**src/rtl/blkcopy_pkg.sv**
```systemverilog
package blkcopy_pkg;

  typedef enum logic [1:0] {
    TRAP_NONE  = 2'd0,
    TRAP_TAG   = 2'd1,
    TRAP_RANGE = 2'd2,
    TRAP_FAULT = 2'd3
  } trapCode_e;

  typedef enum logic [1:0] {
    ST_IDLE,
    ST_PROBE,
    ST_READ,
    ST_WRITE
  } engState_e;

  // strobes from control to datapath
  typedef struct packed {
    logic loadBases;
    logic loadRem;
    logic fillRem;
    logic decRem;
    logic pickDst;
    logic pickBottom;
  } ctlStrobe_t;

endpackage

```
**src/rtl/blkcopy_dp.sv**
```systemverilog
module blkcopy_dp
  import blkcopy_pkg::*;
#(
  parameter int ADDR_W     = 32,
  parameter int HALF_W     = 16,
  parameter int DATA_W     = 16,
  parameter int CNT_W      = 16,
  parameter int CHUNK_LOG2 = 4
) (
  input  logic              clk,
  input  logic              rstN,
  input  ctlStrobe_t        strobe,
  input  logic [HALF_W-1:0] srcHi,
  input  logic [HALF_W-1:0] srcLo,
  input  logic [HALF_W-1:0] dstHi,
  input  logic [HALF_W-1:0] dstLo,
  input  logic [CNT_W-1:0]  cntVal,
  input  logic [DATA_W-1:0] memRdata,
  output logic [ADDR_W-1:0] memAddr,
  output logic [DATA_W-1:0] memWdata,
  output logic [CNT_W-1:0]  remIdx,
  output logic              atChunkBottom,
  output logic              remIsZero
);

  localparam int PAD_W = ADDR_W - CNT_W;

  logic [ADDR_W-1:0] srcBase;
  logic [ADDR_W-1:0] dstBase;
  logic [CNT_W-1:0]  chunkFloor;
  logic [CNT_W-1:0]  offset;
  logic [ADDR_W-1:0] base;

  always_ff @(posedge clk) begin
    if (!rstN) begin
      srcBase <= '0;
      dstBase <= '0;
      remIdx  <= '1;
    end else begin
      if (strobe.loadBases) begin
        srcBase <= {srcHi, srcLo};
        dstBase <= {dstHi, dstLo};
      end
      if (strobe.loadRem)      remIdx <= cntVal - 1'b1;
      else if (strobe.fillRem) remIdx <= '1;
      else if (strobe.decRem)  remIdx <= remIdx - 1'b1;
    end
  end

  assign chunkFloor    = {remIdx[CNT_W-1:CHUNK_LOG2], {CHUNK_LOG2{1'b0}}};
  assign atChunkBottom = (remIdx[CHUNK_LOG2-1:0] == '0);
  assign remIsZero     = (remIdx == '0);

  assign offset  = strobe.pickBottom ? chunkFloor : remIdx;
  assign base    = strobe.pickDst ? dstBase : srcBase;
  assign memAddr = base + {{PAD_W{1'b0}}, offset};

  // read data goes straight to the write of the following cycle
  assign memWdata = memRdata;

endmodule

```
**src/rtl/blkcopy_ctl.sv**
```systemverilog
module blkcopy_ctl
  import blkcopy_pkg::*;
#(
  parameter int          CNT_W     = 16,
  parameter int          TAG_W     = 16,
  parameter logic [15:0] SMALL_TAG = 16'h000E,
  parameter int          MAX_COUNT = 32768
) (
  input  logic             clk,
  input  logic             rstN,
  input  logic             start,
  input  logic [TAG_W-1:0] cntTag,
  input  logic [CNT_W-1:0] cntVal,
  input  logic             irq,
  input  logic             memFault,
  input  logic             atChunkBottom,
  input  logic             remIsZero,
  output ctlStrobe_t       strobe,
  output logic             memReq,
  output logic             memWe,
  output logic             busy,
  output logic             done,
  output logic             intr,
  output logic             trapValid,
  output logic [1:0]       trapCode
);

  localparam int PROBES = 4;
  localparam int PC_W   = $clog2(PROBES + 1);

  engState_e       state;
  logic [PC_W-1:0] probeCnt;
  logic            tagBad;
  logic            rangeBad;
  logic            cntZero;
  logic            faultNow;
  logic            probeIssue;

  assign tagBad     = (cntTag != SMALL_TAG[TAG_W-1:0]);
  assign rangeBad   = (cntVal > CNT_W'(MAX_COUNT));
  assign cntZero    = (cntVal == '0);
  assign faultNow   = (probeCnt != '0) && memFault;
  assign probeIssue = (probeCnt < PC_W'(PROBES)) && !faultNow;
  assign busy       = (state != ST_IDLE);

  always_comb begin
    strobe = '0;
    memReq = 1'b0;
    memWe  = 1'b0;
    unique case (state)
      ST_IDLE: begin
        if (start && !tagBad && !rangeBad) begin
          if (cntZero) strobe.fillRem = 1'b1;
          else begin
            strobe.loadBases = 1'b1;
            strobe.loadRem   = 1'b1;
          end
        end
      end
      ST_PROBE: begin
        memReq            = probeIssue;
        strobe.pickDst    = probeCnt[1];
        strobe.pickBottom = probeCnt[0];
      end
      ST_READ: begin
        memReq = 1'b1;
      end
      ST_WRITE: begin
        memReq         = 1'b1;
        memWe          = 1'b1;
        strobe.pickDst = 1'b1;
        strobe.decRem  = 1'b1;
      end
      default: ;
    endcase
  end

  always_ff @(posedge clk) begin
    if (!rstN) begin
      state     <= ST_IDLE;
      probeCnt  <= '0;
      done      <= 1'b0;
      intr      <= 1'b0;
      trapValid <= 1'b0;
      trapCode  <= TRAP_NONE;
    end else begin
      done      <= 1'b0;
      intr      <= 1'b0;
      trapValid <= 1'b0;
      unique case (state)
        ST_IDLE: begin
          if (start) begin
            if (tagBad) begin
              trapValid <= 1'b1;
              trapCode  <= TRAP_TAG;
            end else if (rangeBad) begin
              trapValid <= 1'b1;
              trapCode  <= TRAP_RANGE;
            end else if (cntZero) begin
              done <= 1'b1;
            end else begin
              state    <= ST_PROBE;
              probeCnt <= '0;
            end
          end
        end
        ST_PROBE: begin
          if (faultNow) begin
            trapValid <= 1'b1;
            trapCode  <= TRAP_FAULT;
            state     <= ST_IDLE;
          end else if (probeCnt == PC_W'(PROBES)) begin
            state <= ST_READ;
          end else begin
            probeCnt <= probeCnt + 1'b1;
          end
        end
        ST_READ: state <= ST_WRITE;
        ST_WRITE: begin
          if (!atChunkBottom) begin
            state <= ST_READ;
          end else if (remIsZero) begin
            done  <= 1'b1;
            state <= ST_IDLE;
          end else if (irq) begin
            intr  <= 1'b1;
            state <= ST_IDLE;
          end else begin
            state    <= ST_PROBE;
            probeCnt <= '0;
          end
        end
        default: state <= ST_IDLE;
      endcase
    end
  end

endmodule

```
**src/rtl/desc_blk_copy.sv**
```systemverilog
module desc_blk_copy
  import blkcopy_pkg::*;
#(
  parameter int          ADDR_W     = 32,
  parameter int          HALF_W     = 16,
  parameter int          DATA_W     = 16,
  parameter int          CNT_W      = 16,
  parameter int          TAG_W      = 16,
  parameter int          CHUNK_LOG2 = 4,
  parameter logic [15:0] SMALL_TAG  = 16'h000E,
  parameter int          MAX_COUNT  = 32768
) (
  input  logic              clk,
  input  logic              rstN,
  input  logic              start,
  input  logic [HALF_W-1:0] srcHi,
  input  logic [HALF_W-1:0] srcLo,
  input  logic [HALF_W-1:0] dstHi,
  input  logic [HALF_W-1:0] dstLo,
  input  logic [TAG_W-1:0]  cntTag,
  input  logic [CNT_W-1:0]  cntVal,
  input  logic              irq,
  output logic              busy,
  output logic              done,
  output logic              intr,
  output logic              trapValid,
  output logic [1:0]        trapCode,
  output logic [CNT_W-1:0]  remIdx,
  output logic              memReq,
  output logic              memWe,
  output logic [ADDR_W-1:0] memAddr,
  output logic [DATA_W-1:0] memWdata,
  input  logic [DATA_W-1:0] memRdata,
  input  logic              memFault
);

  ctlStrobe_t strobe;
  logic       atChunkBottom;
  logic       remIsZero;

  blkcopy_ctl #(
    .CNT_W(CNT_W), .TAG_W(TAG_W), .SMALL_TAG(SMALL_TAG), .MAX_COUNT(MAX_COUNT)
  ) u_ctl (
    .clk(clk), .rstN(rstN), .start(start), .cntTag(cntTag), .cntVal(cntVal),
    .irq(irq), .memFault(memFault), .atChunkBottom(atChunkBottom),
    .remIsZero(remIsZero), .strobe(strobe), .memReq(memReq), .memWe(memWe),
    .busy(busy), .done(done), .intr(intr), .trapValid(trapValid),
    .trapCode(trapCode)
  );

  blkcopy_dp #(
    .ADDR_W(ADDR_W), .HALF_W(HALF_W), .DATA_W(DATA_W), .CNT_W(CNT_W),
    .CHUNK_LOG2(CHUNK_LOG2)
  ) u_dp (
    .clk(clk), .rstN(rstN), .strobe(strobe), .srcHi(srcHi), .srcLo(srcLo),
    .dstHi(dstHi), .dstLo(dstLo), .cntVal(cntVal), .memRdata(memRdata),
    .memAddr(memAddr), .memWdata(memWdata), .remIdx(remIdx),
    .atChunkBottom(atChunkBottom), .remIsZero(remIsZero)
  );

endmodule

```
**config.mk**
```make
export PLATFORM = sky130hd
export DESIGN_NAME = desc_blk_copy
export DESIGN_NICKNAME = d
export VERILOG_FILES = /design/src/rtl/blkcopy_pkg.sv /design/src/rtl/blkcopy_dp.sv /design/src/rtl/blkcopy_ctl.sv /design/src/rtl/desc_blk_copy.sv
export SDC_FILE = /design/constraint.sdc
export NUM_CORES = 1
export LEC_CHECK = 0
export BUFFER_PORTS_ARGS = -buffer_cell sky130_fd_sc_hd__buf_4
export CAP_MARGIN = 25
export CORE_ASPECT_RATIO = 1.75
export CORE_MARGIN = 8
export CORE_UTILIZATION = 56
export CTS_BUF_LIST = sky130_fd_sc_hd__clkbuf_16
export DETAILED_ROUTE_END_ITERATION = 10
export PLACE_DENSITY_LB_ADDON = 0.1
export SYNTH_ARGS = -nofsm -noshare
export SYNTH_HDL_FRONTEND = slang
export SYNTH_SLANG_ARGS = --single-unit
export TNS_END_PERCENT = 5
```
**constraint.sdc**
```tcl
create_clock -name clk -period 12.1 [get_ports clk]
set_clock_uncertainty 0.05 [all_clocks]
set_input_delay 1.21 -clock clk [delete_from_list [all_inputs] [get_ports clk]]
set_output_delay 1.21 -clock clk [all_outputs]
set_load 0.005 [all_outputs]
```
==> summary.txt <==
Detailed routing
  – Final WL: between 15 and 20 mm
  – Post-route ant nets: 0
  – Highest metal used: met4
  – DR WL/cell: between 15 and 20 um
  – Via Count: 6164
  – Met2 routed WL: roughly 10 mm
  – Post-DR vias/cell: 5.88
  – M1 WL: between 6 and 7 mm
  – Met3 wire length: between 1 and 1.5 mm
  – DR pass1 iterations: 5
  – 1st-iter DRT viols: 380
  – Post-route DRC: 0

Logic synthesis
  – Post-synth EDFFs: 0
  – Post-synth net total: ~950
  – Most used DFF post-synth: dfxtp_1
  – Syn avg cell area: 7.56 sq um
  – Leading area contributor after synthesis: dfxtp_1
  – Library cells used by synthesis: a little over 60
  – Flops & latches, synth: 90
  – Synth Warn #: 0
  – Post-synth top area share: 29.7%
  – Async S/R FF share, synth: 0%
  – Cells after synthesis: about 800
  – Register area share after synthesis: between 20% and 30%
  – Ranking of synthesized cells by area: dfxtp_1 (30%), nand2_1 (14%), ha_1 (5.4%)
  – Post-Syn Area: 6060 sq um

Placed design
  – DP Area: slightly above 7000 sq um
  – Global placement routability congestion: around 0.95
  – Post-Place Setup Slack: 6540 ps
  – I/O Buffers: 156
  – HPWL after DPL: 14.4 mm

Global routing
  – Pin count of the biggest net entering global routing: ~90
  – First-pass GRT wire length: around 30 mm
  – Tot GR Track Use: roughly 26%
  – GRT overflow: 0
  – Initial antenna violation count: 0
  – Number of global-route vias before repair: approximately 6300

Clock network
  – Clk buf depth: 2
  – Cts-stage hold buffer count: 0
  – # clock sinks: 90
  – Clk Latency, worst-skew pair: around 340 ps
  – Root buffer cell: clkbuf_16
  – CTS tree: built
  – Post-CTS Setup Repair Bufs: 0
  – Clock-pin slew on the worst setup and hold paths: around 70 ps
  – Post-cts sizing count: 0
  – TritonCTS Buffers: 9
  – H-tree depth: 3

STA
  – Min Tclk post-route: 5970 ps
  – Hold_ws: approximately 400 ps
  – Final Cycle Share: 49.3%
  – Fmax: around 0.17 GHz
  – Fin. max-slew vios: 0
  – Max_slew headroom: 47.0%
  – TNS Setup: 0 ps
  – Final setup vio count: 0
  – Worst-Margin Slew: between 700 and 800 ps
  – Unrepaired setup endpoints after global routing: no
  – Endpoints failing hold: 0
  – Final setup margin: slightly above 6000 ps

Power
  – Cell leakage power: between 3 and 4 nW
  – Sw Ratio: 22.0%
  – Clock network power share: between 40% and 50%
  – Flop pwr share: 47.9%
  – Power per Cell Area: 83.4 nW/um^2
  – NetSw: ~140 uW
  – Logic pwr share: 7.0%
  – Peak VDD IR: about 0.084 mV
  – Pint: about 480 uW

Hold path
  – Worst Hold Endpoint: u_ctl.trapCode[1]
  – Hold Crit Class: flip-flop to flip-flop
  – Hold Crit Start: u_ctl.trapCode[1]
  – Worst hold stages: 2

Setup path
  – Max incr delay on CP: around 660 ps
  – Crit Path Max Fanout: 29
  – Delay-heaviest family, CP: compound AO/OA/AOI/OAI gates
  – Critical Path Start: u_ctl.state[0]
  – Worst EP required: roughly 11000 ps
  – Crit path DAT: around 4700 ps
  – Worst setup SP type: flip-flop
  – Critical path buffer and inverter count: 1
  – Setup crit end kind: output port
  – Crit Path Category: flip-flop to output port
  – Critical R2R Launch: u_ctl.state[1]
  – Slowest CP cell: a311oi_1
  – R2R setup slack: approximately 9100 ps
  – Critical path cell sequence: ha_1, a31o_2, nand2_1, nand2_1, ha_1, a21o_1, o21bai_1, a311oi_1, o31a_1, nor4b_1, xnor2_1, mux2i_1, buf_4
  – Worst Reg-to-Reg Cells: 10
  – Reg-to-Reg End: u_dp.remIdx[5]

Status
  – Status: completed

Die
  – Die Ht: 154 um
  – DIE AREA: roughly 15000 sq um
  – Core Box Area: ~11000 sq um
  – Die width: 94.7 um
  – Initial core utilization: a little under three fifths
  – I/O pins: ~190
  – Rows: 50

Final layout
  – Final core utilization: ~70%
  – Layout cell share with drive strength beyond 1: 20.7%
  – Layout net count: roughly 1100
  – Design area: 7430 sq um
  – Reg area: 1800 sq um
  – Fill cells: 953
  – Area taken by multi-input logic gates: between 3000 and 4000 sq um
  – Syn-to-layout area delta: 22.6%
  – Antenna Cells: 0

Run
  – Max-Cap Viols: 0
[layout make-up]
type	count	area share (%)
multi-input cells	639	52.7
flip-flops and latches	90	24.2
repair buffers	160	16.2
clock buffers	9	3.03
well taps	130	2.19
clock inverters	6	0.892
inverters	15	0.758
[worst max path at each step]
stage | cells past startpoint | endpoint
floorplan | 18 | memAddr[22]
global placement | 13 | memAddr[27]
detailed placement | 13 | memAddr[29]
CTS | 13 | memAddr[29]
global route | 13 | memAddr[27]
finish | 13 | memAddr[27]
[metal layers]
layer	GRT usage, %	vias up
met1	26.0	2876
met4	10.5	0
met3	5.46	40
li1	-	2996
met2	47.7	252
met5	0	-
[cells by family (layout without fill, tap and decap cells)]
logic type      count (synthesis)  count (layout)  share of synthesized area, %
xor+xnor                       54              54                          7.80
mux                            17              17                          2.81
compound gates                173             173                          20.3
fa+ha+maj                      27              27                          5.70
simple gates                  368             368                          27.8
buf+inv                        73             190                          5.86
flops                          90              90                          29.7
[through the flow]
| stage | power, mW | std cells |
|---|---|---|
| 6_report | 0.620 | 1049 |
| 5_1_grt | 0.639 | 1049 |
| 4_1_cts | 0.624 | 1049 |
| 3_5_place_dp | 0.347 | 1034 |
| 3_3_place_gp | 0.346 | 1034 |
| 2_1_floorplan | 0.320 | 802 |
[layout by cell type, fill, tap and decap left out, types with 7 or more instances in the layout]
| cell | instances |
|---|---|
| nand2_1 | 219 |
| o21ai_0 | 24 |
| nor2_1 | 37 |
| dfxtp_1 | 90 |
| nor3_1 | 18 |
| xor2_1 | 18 |
| clkbuf_16 | 9 |
| a21boi_0 | 27 |
| nand3_1 | 25 |
| a21oi_1 | 23 |
| a21o_1 | 7 |
| a21boi_1 | 40 |
| inv_1 | 15 |
| nor4_1 | 11 |
| ha_1 | 26 |
| xnor2_1 | 36 |
| and3_1 | 7 |
| mux2i_1 | 17 |
| buf_4 | 160 |
| nand4_1 | 12 |
[cell usage after synthesis, drive strengths merged, types with 2 or more instances]
library cell and number:
nor3 18, nor2b 2, nor4 13, o211ai 6
a221oi 4, nand3 25, nand4 12, nand2b 4
and2 6, o211a 2, nand2 220, a21o 7
dfxtp 90, o21bai 5, a31oi 3, a211oi 6
clkbuf 24, nand3b 3, a21oi 23, and3 7
mux2i 17, o31ai 5, inv 15, a21boi 67
or3 4, or2 2, nor4b 4, xnor2 36
o21a 5, xor2 18, or4 3, buf 34
ha 26, o21ai 25, o22ai 6, a31o 2
nor2 37, nor3b 3
[registers in the layout (all words and copies together) (netlist names)]
register / flops
u_ctl.trapCode: 2
u_ctl.state: 2
u_dp.dstBase: 32
u_ctl.probeCnt: 3
u_ctl.done: 1
u_dp.srcBase: 32
u_ctl.trapValid: 1
u_dp.remIdx: 16
u_ctl.intr: 1
[power groups by stage]
stage | clock network [mW] | logic, mW | registers, mW
final | 0.280 | 0.0433 | 0.297
after global routing | 0.296 | 0.0461 | 0.297
after CTS | 0.284 | 0.0431 | 0.297
after detailed placement | 0 | 0.0428 | 0.304
after global placement | 0 | 0.0423 | 0.304
after floorplan | 0 | 0.0164 | 0.304
[worst reg2reg max path, cell delays in order, from the launching register on]
cell and delay [ps]:
dfxtp_1 340, inv_1 130, ha_1 370, nand2_1 250, a211oi_2 270, buf_4 350
and2_2 200, buf_4 540, nor2_1 110, o21ai_0 170, nand3_1 90
No activity file was read; power rests on OpenSTA's default activity.
